==> config.mk <==
export PLATFORM = sky130hd
export DESIGN_NAME = usb_td_status_wb
export DESIGN_NICKNAME = d
export VERILOG_FILES = /design/src/rtl/usb_td_status_wb.sv
export SDC_FILE = /design/constraint.sdc
export NUM_CORES = 1
export LEC_CHECK = 0
export BUFFER_PORTS_ARGS = -buffer_cell sky130_fd_sc_hd__buf_2
export CORE_UTILIZATION = 40
export CTS_BUF_LIST = sky130_fd_sc_hd__clkbuf_4 sky130_fd_sc_hd__clkbuf_8
export CTS_CLUSTER_SIZE = 10
export DETAILED_ROUTE_END_ITERATION = 8
export GPL_ROUTABILITY_DRIVEN = 1
export PLACE_DENSITY_LB_ADDON = 0.1
export SLEW_MARGIN = 30
export SYNTH_ARGS = -nofsm -noshare
export SYNTH_HDL_FRONTEND = slang
export SYNTH_SLANG_ARGS = --single-unit
==> constraint.sdc <==
create_clock -name clk -period 1.34 [get_ports clk]
set_input_delay 0.134 -clock clk [delete_from_list [all_inputs] [get_ports clk]]
set_output_delay 0.134 -clock clk [all_outputs]
set_load 0.03 [all_outputs]
==> src/rtl/usb_td_status_wb.sv <==
module usb_td_status_wb #(
  parameter int LEN_W = 11
) (
  input  logic             clk,
  input  logic             rst_n,
  input  logic [31:0]      td_word_i,
  input  logic             xfer_done_i,
  input  logic             td_skip_i,
  input  logic [2:0]       result_i,
  input  logic [LEN_W-1:0] act_len_i,
  input  logic [LEN_W-1:0] max_len_i,
  input  logic             dir_in_i,
  input  logic             in_queue_i,
  input  logic             eof_i,
  input  logic [1:0]       irq_mask_i,
  output logic             wb_valid_o,
  output logic [31:0]      wb_word_o,
  output logic             queue_adv_o,
  output logic             cmp_irq_o,
  output logic             err_irq_o
);

  localparam logic [2:0] RES_OK   = 3'd0;
  localparam logic [2:0] RES_CRC  = 3'd1;
  localparam logic [2:0] RES_TMO  = 3'd2;
  localparam logic [2:0] RES_DBUF = 3'd3;
  localparam logic [2:0] RES_STUF = 3'd4;
  localparam logic [2:0] RES_NAK  = 3'd5;
  localparam logic [2:0] RES_STL  = 3'd6;
  localparam logic [2:0] RES_BAB  = 3'd7;

  localparam int B_SPD = 29, B_ISO = 25, B_IOC = 24, B_ACT = 23;

  logic [1:0] cnt_in, cnt_nx;
  logic is_ok, counted, exhausted, halt_res, crc_like, retire, short_pkt;
  logic [5:0] stat_nx;
  logic [31:0] word_nx;
  logic cmp_set, err_set, cmp_pend, err_pend;

  assign cnt_in    = td_word_i[28:27];
  assign is_ok     = (result_i == RES_OK);
  assign crc_like  = (result_i == RES_CRC) || (result_i == RES_TMO);
  assign counted   = crc_like || (result_i == RES_DBUF) || (result_i == RES_STUF);
  assign exhausted = counted && (cnt_in == 2'd1);
  assign halt_res  = (result_i == RES_STL) || (result_i == RES_BAB);
  assign cnt_nx    = (counted && cnt_in != 2'd0) ? cnt_in - 2'd1 : cnt_in;

  assign short_pkt = is_ok && td_word_i[B_SPD] && dir_in_i && in_queue_i
                     && (act_len_i < max_len_i);

  assign retire = is_ok || exhausted || halt_res || td_word_i[B_ISO];

  assign stat_nx = {exhausted || halt_res,
                    exhausted && (result_i == RES_DBUF),
                    result_i == RES_BAB,
                    result_i == RES_NAK,
                    exhausted && crc_like,
                    exhausted && (result_i == RES_STUF)};

  always_comb begin
    word_nx        = td_word_i;
    word_nx[28:27] = cnt_nx;
    word_nx[B_ACT] = td_word_i[B_ACT] && !retire;
    word_nx[22:17] = stat_nx;
  end

  assign cmp_set = ((xfer_done_i || td_skip_i) && td_word_i[B_IOC])
                   || (xfer_done_i && short_pkt && irq_mask_i[0]);
  assign err_set = xfer_done_i && exhausted
                   && (!crc_like || irq_mask_i[1]);

  always_ff @(posedge clk) begin
    if (!rst_n) begin
      wb_valid_o  <= 1'b0;
      wb_word_o   <= '0;
      queue_adv_o <= 1'b0;
    end else begin
      wb_valid_o  <= xfer_done_i;
      queue_adv_o <= xfer_done_i && is_ok && !short_pkt;
      if (xfer_done_i) wb_word_o <= word_nx;
    end
  end

  always_ff @(posedge clk) begin
    if (!rst_n) begin
      cmp_pend  <= 1'b0;
      err_pend  <= 1'b0;
      cmp_irq_o <= 1'b0;
      err_irq_o <= 1'b0;
    end else begin
      cmp_irq_o <= eof_i && cmp_pend;
      err_irq_o <= eof_i && err_pend;
      cmp_pend  <= (cmp_pend && !eof_i) || cmp_set;
      err_pend  <= (err_pend && !eof_i) || err_set;
    end
  end


  wb_lat_chk: assert property (@(posedge clk) disable iff (!rst_n)
    xfer_done_i |=> wb_valid_o);


  keep_bits_chk: assert property (@(posedge clk) disable iff (!rst_n)
    xfer_done_i |=> ({wb_word_o[31:29], wb_word_o[26:24], wb_word_o[15:0]} ==
                     {$past(td_word_i[31:29]), $past(td_word_i[26:24]), $past(td_word_i[15:0])}));


  cnt_mono_chk: assert property (@(posedge clk) disable iff (!rst_n)
    xfer_done_i |=> (wb_word_o[28:27] <= $past(td_word_i[28:27])));


  iso_retire_chk: assert property (@(posedge clk) disable iff (!rst_n)
    (wb_valid_o && wb_word_o[B_ISO]) |-> !wb_word_o[B_ACT]);


  qadv_chk: assert property (@(posedge clk) disable iff (!rst_n)
    queue_adv_o |-> (wb_valid_o && !wb_word_o[B_ACT]));


  irq_eof_chk: assert property (@(posedge clk) disable iff (!rst_n)
    (cmp_irq_o || err_irq_o) |-> $past(eof_i));


  irq_pulse_chk: assert property (@(posedge clk) disable iff (!rst_n)
    cmp_irq_o |=> !cmp_irq_o);

endmodule

==> impl_metrics.ini <==
[sta]
setup_viol = 0
whs_ps = 102.6
fin_crit_sh_pct = 73.74
fin_crit_ps = 988.1
fin_skew_ps = 0.1028
slew_headroom_pct = 85.04
hold_viol = 0
fin_tns_setup_ps = 0
slew_violations = 0
tightest_slew_ps = 223.2
rsz0062_at_grt = no
max_freq_ghz = 1.012

[clocking]
cts_tree = done
cts_sinks = 38
clock_latency_ps = 280
cts_buffer_depth = 2
h-tree-depth = 2
cts_resized = 0
cts_hold_buf = 0
cts_setup_buffers = 0
cts_root_buf = clkbuf_8
cts_made_buffers = 5
cts.clk_slew.worst_paths_ps = 70

[routing]
remaining_drc_errors = 0
first_pass_iters = 4
num_vias = 1552
antenna_left = 0
drtIter0Drc = 50
wl_per_cell_um = 10.94
wirelength_mm = 3.708
vias_per_cell = 4.578

[floorplanning]
die_h_um = 69.88
initial_core_util_pct = 42.04
core_area_mm2 = 0.004384
io_pins = 102
die-width_um = 69.88
die_area_mm2 = 0.004883
num_rows = 24

[worst_setup_path]
crit_path_frequent_cell = a21oi_1
worstSetupEndpointType = flip-flop
cp.arrival_ps = 1170
worstPathMaxFanout = 2
max_stage_delay_ps = 300
cp-start-kind = input port
cp_top_family = compound AO/OA/AOI/OAI gates
critPathSlowestCell = ha_1
cp_cell_sequence = buf_2 > ha_1 > a21oi_1 > o21ai_0 > a21oi_1 > o21ai_1 > and3_1
crit_buf_inv = 1
required_ps = 1520
crit_type = input port to flip-flop

[finish]
synthToLayoutAreaGrowth_pct = 33.20
layout-drive-gt1-share_pct = 37.98
fin_util_pct = 55.99
num_antenna_cells = 0
nNetsFinal = 364
multi_input_area_um2 = 963.4
n_fill_cell = 430
ff_latch_area_um2 = 760.7

[synthesis]
synth_seq_cells = 38
seq_area_frac_synth_pct = 41.28
ys.flop_type = dfxtp_1
syn_area_mm2 = 0.001843
syn_nets = 270
synth_commonest_cells = 38 x dfxtp_1, 27 x nor2b_1, 26 x mux2i_1, 14 x inv_1, 12 x ha_1
yosysTopAreaCell = dfxtp_1
async_reset_ff_share_pct = 0
avgSynthCellArea_um2 = 9.599
synthTopCellsByArea = dfxtp_1 41%, mux2i_1 14%, nor2b_1 9.2%, ha_1 8.1%, inv_1 2.9%
ys_warn_count = 0
synth_cell_type_count = 29
yosysTopAreaCellShare_pct = 41.28
synth_edf_count = 0
synth.most_common_cell = dfxtp_1
netlist_instances = 192

[global_route]
grt_max_degree = 26
grt_pass1_vias = 1424
busiest_layer = met2
grt_use_total_pct = 16.01
met1_usage_pct = 20.15
overflow = 0
antenna_found_initial = 0
grt_util_met3_pct = 4.618
grt_pass1_wl_mm = 6.189
grtUsageMet2_pct = 25.96

[status]
status = finished, final reports clean

[place]
routabilityCongestion = 0.7088
portBuffers = 95
dp_hpwl_mm = 2.887

[flow_run]
maxCapViolations = 0

[pwr]
irDropWorstVdd_uv = 510.5
powerDensity_mw_per_mm2 = 1031
p_leak_nw = 1.291

[worst_hold_path]
hold_class = input port to flip-flop
[path summary, 6_finish.rpt]
kind / from / to / slack (ps) / cells past startpoint
max: act_len_i[2] / queue_adv_o$_SDFF_PN0_ / 350 / 7
min: irq_mask_i[0] / cmp_pend$_SDFF_PN0_ / 100 / 3
max reg2reg: cmp_pend$_SDFF_PN0_ / cmp_pend$_SDFF_PN0_ / 630 / 4
min reg2reg: cmp_pend$_SDFF_PN0_ / cmp_irq_o$_SDFF_PN0_ / 480 / 1
[per-layer routing]
layer | vias to the layer above | wire (um) | share of wire, %
li1 | 831 | - | -
met1 | 663 | 1679 | 45
met2 | 52 | 1734 | 47
met3 | 6 | 242 | 6.5
met4 | 0 | 53 | 1.4
met5 | - | 0 | 0
[state kept, by name (all words and copies together), names as in the netlist]
register and count:
wb_valid_o 1, err_irq_o 1, queue_adv_o 1, wb_word_o 32
cmp_pend 1, err_pend 1, cmp_irq_o 1
[per-stage QoR]
stage | power (mW) | cell area, um^2 | setup WS, ps | instances
after global placement | 1.746 | 2360 | 61.00 | 331
after detailed placement | 1.754 | 2360 | 46.72 | 331
after CTS | 2.571 | 2455 | 348.0 | 339
final | 2.530 | 2455 | 351.9 | 339
after global routing | 2.673 | 2455 | 288.0 | 339
after floorplan | 1.574 | 1843 | 232.0 | 192
[logic make-up after synthesis]
kind of cell	count (synthesis)	share of synthesized area, %
and+or+nand+nor	61	20.37
DFF	38	41.28
AOI/OAI and AO/OA	26	8.215
buffers and inverters	26	6.449
muxes	26	14.12
adders and majority gates	12	8.146
xor gates and xnor gates	3	1.426
[tightest hold or removal path: stages]
cell and delay (ps):
buf_2 100, nand2_1 40, o21ai_0 60
[report_power, final]
group          leakage [nW]  total (mW)  switching (mW)  internal, mW
combinational         0.927       0.510           0.287         0.223
clock                0.0517       0.810           0.375         0.435
sequential            0.312        1.21          0.0229          1.19
total                  1.29        2.53           0.685          1.84
[cell type report]
cell class | instances | area share [%]
repair buffers | 99 | 21.10
inverters | 14 | 2.141
flip-flops and latches | 38 | 30.99
well taps | 52 | 2.650
clock buffers | 7 | 3.670
clock inverters | 1 | 0.2039
multi-input cells | 128 | 39.25
[cell usage in the layout, fill, tap and decap left out, types with 2 or more instances in the layout]
master    synthesis  final
nand2_1           6      6
nand3_1           3      3
dfxtp_1          38     38
a21oi_1           9      9
nand2b_1          5      5
buf_4             0      3
mux2i_1          26     26
nand4_1           5      5
ha_1             12     12
nand3b_1          2      2
clkbuf_8          0      6
a21boi_0          5      5
nor2_1            4      4
and2_1            2      2
buf_2             5     95
inv_1            14     14
nor2b_1          27     27
and3_1            3      3
o21ai_0           8      8
xor2_1            2      2
Note: power is estimated with default switching activity, not from simulation.
